File: src/rtl/tap_pkg.sv
package tap_pkg;

  typedef enum logic [3:0] {
    ST_RESET, ST_IDLE,
    ST_SEL_DR, ST_CAP_DR, ST_SH_DR, ST_EX1_DR, ST_PAU_DR, ST_EX2_DR, ST_UPD_DR,
    ST_SEL_IR, ST_CAP_IR, ST_SH_IR, ST_EX1_IR, ST_PAU_IR, ST_EX2_IR, ST_UPD_IR
  } tapState_t;

  typedef struct packed {
    logic inReset;
    logic captureIr;
    logic shiftIr;
    logic updateIr;
    logic captureDr;
    logic shiftDr;
    logic updateDr;
  } tapCtrl_t;

endpackage

File: src/rtl/tap_fsm.sv
module tap_fsm
  import tap_pkg::*;
(
  input  logic     tck,
  input  logic     trstN,
  input  logic     tms,
  output tapCtrl_t ctrl
);

  tapState_t state, nextState;

  always_comb begin
    nextState = state;
    unique case (state)
      ST_RESET:  nextState = tms ? ST_RESET  : ST_IDLE;
      ST_IDLE:   nextState = tms ? ST_SEL_DR : ST_IDLE;
      ST_SEL_DR: nextState = tms ? ST_SEL_IR : ST_CAP_DR;
      ST_CAP_DR: nextState = tms ? ST_EX1_DR : ST_SH_DR;
      ST_SH_DR:  nextState = tms ? ST_EX1_DR : ST_SH_DR;
      ST_EX1_DR: nextState = tms ? ST_UPD_DR : ST_PAU_DR;
      ST_PAU_DR: nextState = tms ? ST_EX2_DR : ST_PAU_DR;
      ST_EX2_DR: nextState = tms ? ST_UPD_DR : ST_SH_DR;
      ST_UPD_DR: nextState = tms ? ST_SEL_DR : ST_IDLE;
      ST_SEL_IR: nextState = tms ? ST_RESET  : ST_CAP_IR;
      ST_CAP_IR: nextState = tms ? ST_EX1_IR : ST_SH_IR;
      ST_SH_IR:  nextState = tms ? ST_EX1_IR : ST_SH_IR;
      ST_EX1_IR: nextState = tms ? ST_UPD_IR : ST_PAU_IR;
      ST_PAU_IR: nextState = tms ? ST_EX2_IR : ST_PAU_IR;
      ST_EX2_IR: nextState = tms ? ST_UPD_IR : ST_SH_IR;
      ST_UPD_IR: nextState = tms ? ST_SEL_DR : ST_IDLE;
      default:   nextState = ST_RESET;
    endcase
  end

  always_ff @(posedge tck or negedge trstN) begin
    if (!trstN) state <= ST_RESET;
    else        state <= nextState;
  end

  always_comb begin
    ctrl.inReset   = (state == ST_RESET);
    ctrl.captureIr = (state == ST_CAP_IR);
    ctrl.shiftIr   = (state == ST_SH_IR);
    ctrl.updateIr  = (state == ST_UPD_IR);
    ctrl.captureDr = (state == ST_CAP_DR);
    ctrl.shiftDr   = (state == ST_SH_DR);
    ctrl.updateDr  = (state == ST_UPD_DR);
  end

endmodule

File: src/rtl/tap_regs.sv
module tap_regs
  import tap_pkg::*;
#(
  parameter int IR_W    = 8,
  parameter int USER_LO = 16,
  parameter int USER_HI = 127
) (
  input  logic            tck,
  input  logic            trstN,
  input  logic            tdi,
  input  logic            userTdo,
  input  tapCtrl_t        ctrl,
  output logic [IR_W-1:0] instr,
  output logic            drCapture,
  output logic            drShift,
  output logic            drUpdate,
  output logic            tdo,
  output logic            tdoEn
);

  localparam logic [IR_W-1:0] userLo     = IR_W'(USER_LO);
  localparam logic [IR_W-1:0] userHi     = IR_W'(USER_HI);
  localparam logic [IR_W-1:0] capPattern = {{(IR_W-2){1'b0}}, 2'b01};
  localparam logic [IR_W-1:0] bypassOp   = '1;

  logic [IR_W-1:0] irShift;
  logic            bypassBit;
  logic            userSel;
  logic            tdoNext;

  always_ff @(posedge tck or negedge trstN) begin
    if (!trstN)              irShift <= '0;
    else if (ctrl.captureIr) irShift <= capPattern;
    else if (ctrl.shiftIr)   irShift <= {tdi, irShift[IR_W-1:1]};
  end

  always_ff @(posedge tck or negedge trstN) begin
    if (!trstN)             instr <= bypassOp;
    else if (ctrl.inReset)  instr <= bypassOp;
    else if (ctrl.updateIr) instr <= irShift;
  end

  always_ff @(posedge tck or negedge trstN) begin
    if (!trstN)              bypassBit <= 1'b0;
    else if (ctrl.captureDr) bypassBit <= 1'b0;
    else if (ctrl.shiftDr)   bypassBit <= tdi;
  end

  assign userSel   = (instr >= userLo) && (instr <= userHi);
  assign drCapture = ctrl.captureDr & userSel;
  assign drShift   = ctrl.shiftDr & userSel;
  assign drUpdate  = ctrl.updateDr & userSel;

  assign tdoNext = ctrl.shiftIr ? irShift[0] : (userSel ? userTdo : bypassBit);

  always_ff @(negedge tck or negedge trstN) begin
    if (!trstN) begin
      tdo   <= 1'b0;
      tdoEn <= 1'b0;
    end else begin
      tdo   <= tdoNext;
      tdoEn <= ctrl.shiftIr | ctrl.shiftDr;
    end
  end

endmodule

File: src/rtl/jtag_user_tap.sv
module jtag_user_tap
  import tap_pkg::*;
#(
  parameter int IR_W    = 8,
  parameter int USER_LO = 16,
  parameter int USER_HI = 127
) (
  input  logic            tck,
  input  logic            tms,
  input  logic            tdi,
  input  logic            trstN,
  input  logic            userTdo,
  output logic            tdo,
  output logic            tdoEn,
  output logic [IR_W-1:0] instr,
  output logic            drClk,
  output logic            drCapture,
  output logic            drShift,
  output logic            drUpdate,
  output logic            userTdi,
  output logic            userRstN
);

  tapCtrl_t ctrl;

  tap_fsm u_fsm (
    .tck   (tck),
    .trstN (trstN),
    .tms   (tms),
    .ctrl  (ctrl)
  );

  tap_regs #(
    .IR_W    (IR_W),
    .USER_LO (USER_LO),
    .USER_HI (USER_HI)
  ) u_regs (
    .tck       (tck),
    .trstN     (trstN),
    .tdi       (tdi),
    .userTdo   (userTdo),
    .ctrl      (ctrl),
    .instr     (instr),
    .drCapture (drCapture),
    .drShift   (drShift),
    .drUpdate  (drUpdate),
    .tdo       (tdo),
    .tdoEn     (tdoEn)
  );

  assign drClk    = tck;
  assign userTdi  = tdi;
  assign userRstN = trstN & ~ctrl.inReset;

endmodule

File: config.mk
export PLATFORM = sky130hd
export DESIGN_NAME = jtag_user_tap
export DESIGN_NICKNAME = d
export VERILOG_FILES = /design/src/rtl/tap_pkg.sv /design/src/rtl/tap_fsm.sv /design/src/rtl/tap_regs.sv /design/src/rtl/jtag_user_tap.sv
export SDC_FILE = /design/constraint.sdc
export NUM_CORES = 1
export LEC_CHECK = 0
export ABC_CLOCK_PERIOD_IN_PS = 4500
export CAP_MARGIN = 20
export CORE_ASPECT_RATIO = 0.8
export CORE_MARGIN = 8
export CORE_UTILIZATION = 29
export CTS_BUF_LIST = sky130_fd_sc_hd__clkbuf_16
export CTS_CLUSTER_DIAMETER = 40
export DETAILED_ROUTE_END_ITERATION = 16
export DONT_BUFFER_PORTS = 1
export HOLD_SLACK_MARGIN = 0.05
export PLACE_DENSITY = 0.51
export REMOVE_ABC_BUFFERS = 1
export SYNTH_ARGS = -nofsm -noshare
export SYNTH_HDL_FRONTEND = slang
export SYNTH_HIERARCHICAL = 1
export SYNTH_SLANG_ARGS = --single-unit
File: constraint.sdc
create_clock -name tck -period 4.5 [get_ports tck]
set_input_delay 0.675 -clock tck [delete_from_list [all_inputs] [get_ports tck]]
set_output_delay 0.675 -clock tck [all_outputs]
set_load 0.005 [all_outputs]
======== Yosys cells after proc, flatten, opt, wreduce, memory -nomap -nowiden ========
Cells that the tools add are included.
storage, ports and cells
  register bits ........................... 23
  input port bits ......................... 5
  output and inout port bits .............. 16
  logic and storage cells ................. 58
cells by class
  order comparisons ....................... 2
  eq/ne operators ......................... 15
  muxes and demuxes ....................... 21
  bitwise operators ....................... 6
  reduce and logical (&&, ||, !) cells .... 8
operators by type and width
  kind                  number
  $pmux W4 S12          1
  $eq A4 B4 Y1 const B  8
  $mux W8               4
  $eq A4 B3 Y1 const B  4
  $mux W4               4
  $eq A4 B2 Y1 const B  2
  $ge A8 B5 Y1 const B  1
  $le A8 B7 Y1 const B  1
  $mux W1               7
  $mux W2               3
  $mux W3               2
  $reduce_bool A2 Y1    3
  $and A1 B1 Y1         4
  $eq A4 B1 Y1 const B  1
  $logic_not A4 Y1      1
  $reduce_or A2 Y1      2
  $reduce_or A3 Y1      1
  $logic_and A1 B1 Y1   1
  $not A1 Y1            1
  $or A1 B1 Y1          1

======== Depth between registers and ports, before layout ========
  depth in word-level cells ............... 4
  depth in mapped cells ................... 6
  mapped depth without buffers ............ 4

======== Modules after synthesis ========
The synthesis kept the hierarchy.
modules (own cells, without submodules)
  module         instances  cells an instance  area each (um2)  sequential area each (um2)
  tap_regs       1          67                 813.3            485.5
  tap_fsm        1          46                 340.3            100.1
  jtag_user_tap  1          3                  28.8             0.0

==> impl_results.md <==
- Top FF cell, synth: dfrtp_1
- Boundary pin count: 21
- HP Class: in2async
- Post-synthesis register bit count: 23
- Worst Path Max Fanout: 12
- WP buf/inv: 1
- Crit Path Category: reg2reg
- Leak: 0.515 nW
- Starting Density: 0.307
- Synth Area per Inst: 10.2 µm²
- Final hold violations: 0
- Crit path cell chain: nand2b_1, nor2_1, buf_4, or2_2
- Maximum vdd drop: 0.185 mV
- Placer congestion estimate: 0.747
- Kind of end point of the critical path: register
- I/O Buffers: 0
- Pin count of the biggest net entering global routing: 25
- Final setup fails: 0
- Most frequent cells in the layout: 14 x nor2_1, 13 x dfrtp_1, 11 x nor2b_1
- Critical Path Start Type: register
- TritonRoute pass-1 iters: 4
- Worst skew pair latency: 280 ps
- N_diodes: 0
- Cell Area, Synth: 0.00118 mm²
- CTS clk-pin slew, worst paths: 60 ps
- Drt total wl: 2400 µm
- Clock Skews: 32.5 ps
- Chip width: 87.4 µm
- Post-synth EDFFs: 0
- Mapped Cells: 116
- Nets: 118
- Total of max-cap violations: 0
- Non-Filler Instances: 167
- Layout cells sized above 1: 0.152
- Initial antenna violation count: 0
- Antenna viol nets, final: 0
- Worst-margin pin slew: 988 ps
- Max-slew headroom: 0.339
- Power Dens Cells: 655 mW/mm²
- Mean number of vias per cell: 4.97
- Area delta synth->final: 9.21%
- Grt total ovfl: 0
- Clk sink count: 23
- Slowest stage delay, CP: 550 ps
- Worst EP arrival: 1540 ps
- DRC errors left: 0
- FP Rows: 20
- Most common cell after layout, fill and taps aside: nor2_1
- Warnings, synthesis: 6
- R2r worst-path depth: 4
- Core region area: 0.00385 mm²
- Hold Buf Count CTS: 0
- RSZ-0062 raised after global routing: false
- Post-DP HPWL: 1700 µm
- Htree depth: 1
- Ys async rst share: 1.00
- Crit path depth: 4
- TritonCTS Buffers: 3
- Crit path max-delay cell type: dfrtp_1
- Max-slew violations: 0
- Worst Path Required: 2370 ps
- Status: completed
- Yosys cell types: 34
- Clk root buf: clkbuf_16
- Number of global-route vias before repair: 775
- 1st-iter DRT viols: 79
- Kind of cell adding the most delay to the critical path: simple AND/OR/NAND/NOR gates
- Setup TNS: 0 ps
- Routed vias: 830
- Drt wl/cell: 14.4 µm
- Cts repair resizes: 0
- Die area: 0.00639 mm²
- Final Power: 846 µW
- Seq/Total Area, Yosys: 0.495
- Die Height: 73.1 µm
- CTS Buffer Depth: 2
- First-pass GRT wire length: 4000 µm
- Tot GR Track Use: 0.0791
- Post-CTS setup buffers: 0
- Dpl cells: 163
- CTS tree: done
## power breakdown
part,total (mW),internal (mW),switching (mW)
Combinational,0.241,0.129,0.111
Sequential,0.411,0.304,0.107
Clock,0.194,0.120,0.0736
Total,0.846,0.554,0.292
## cell usage after synthesis (all sizes together) (3+ instances only)
| library cell | instances | share of area |
|---|---|---|
| nor2 | 14 | 0.044 |
| dfrtp | 13 | 0.28 |
| nor2b | 12 | 0.070 |
| a211o | 9 | 0.067 |
| buf | 9 | 0.046 |
| mux2i | 9 | 0.076 |
| dfstp | 8 | 0.18 |
| nand2 | 6 | 0.019 |
| o21ai | 4 | 0.017 |
| and2 | 3 | 0.016 |
| inv | 3 | 0.0095 |
| nor3 | 3 | 0.013 |
## area by class of cell
| class | count | area [µm²] |
|---|---|---|
| inverter | 3 | 11.3 |
| sequential | 23 | 586 |
| clock buffer | 3 | 75.1 |
| clock inverter | 1 | 7.51 |
| fill | 398 | 2560 |
| tap | 55 | 68.8 |
| multi-input combinational | 80 | 528 |
| timing repair buffer | 2 | 15.0 |
## per-stage QoR
stage | instance area, µm² | util | hold slack [ps] | worst slack, ps
final | 1290 | 0.335 | 111 | 831
after floorplan | 1120 | - | 379 | 446
after global routing | 1290 | 0.335 | 100 | 718
after CTS | 1290 | 0.335 | 109 | 826
after global placement | 1210 | 0.314 | 380 | 837
after detailed placement | 1210 | 0.314 | 380 | 812
## flip-flops by register name, indices dropped and copies added, names as in the netlist
register          flops
u_fsm/state           4
u_regs/tdo            1
u_regs/tdoEn          1
u_regs/irShift        8
u_regs/bypassBit      1
u_regs/instr          8
## routing by layer
layer | wire length, µm | part of all wire | up-vias | global-route usage
li1 | - | - | 402 | -
met1 | 1160 | 0.48 | 412 | 0.0968
met2 | 1070 | 0.45 | 14 | 0.125
met3 | 137 | 0.057 | 2 | 0.0236
met4 | 31 | 0.013 | 0 | 0.0342
met5 | 0 | 0 | - | 0
## logic make-up (layout without fill, tap and decap cells)
logic type,count (synthesis),after routing,synth area share
and+or+nand+nor,47,47,0.216
AOI/OAI and AO/OA,24,24,0.155
DFF,23,23,0.495
buffers and inverters,13,9,0.0582
muxes,9,9,0.0762
## path summary, 6_finish.rpt
| path | to | from | slack [ps] |
|---|---|---|---|
| max | u_regs/tdoEn | u_fsm/state[2] | 830 |
| min | u_regs/irShift[4] | trstN | 110 |
| max reg2reg | u_regs/tdoEn | u_fsm/state[2] | 830 |
| min reg2reg | u_regs/bypassBit | u_regs/bypassBit | 520 |
| max in group asynchronous | u_regs/tdoEn | trstN | 2170 |
| min in group tck | u_fsm/state[2] | tms | 520 |
## worst reg2reg max path, cell delays in order (launching register included)
cell and delay, ps:
dfrtp_1 550, nand2b_1 210, nor2_1 70, buf_4 190
or2_2 280
Note: power is estimated with default switching activity, not from simulation.
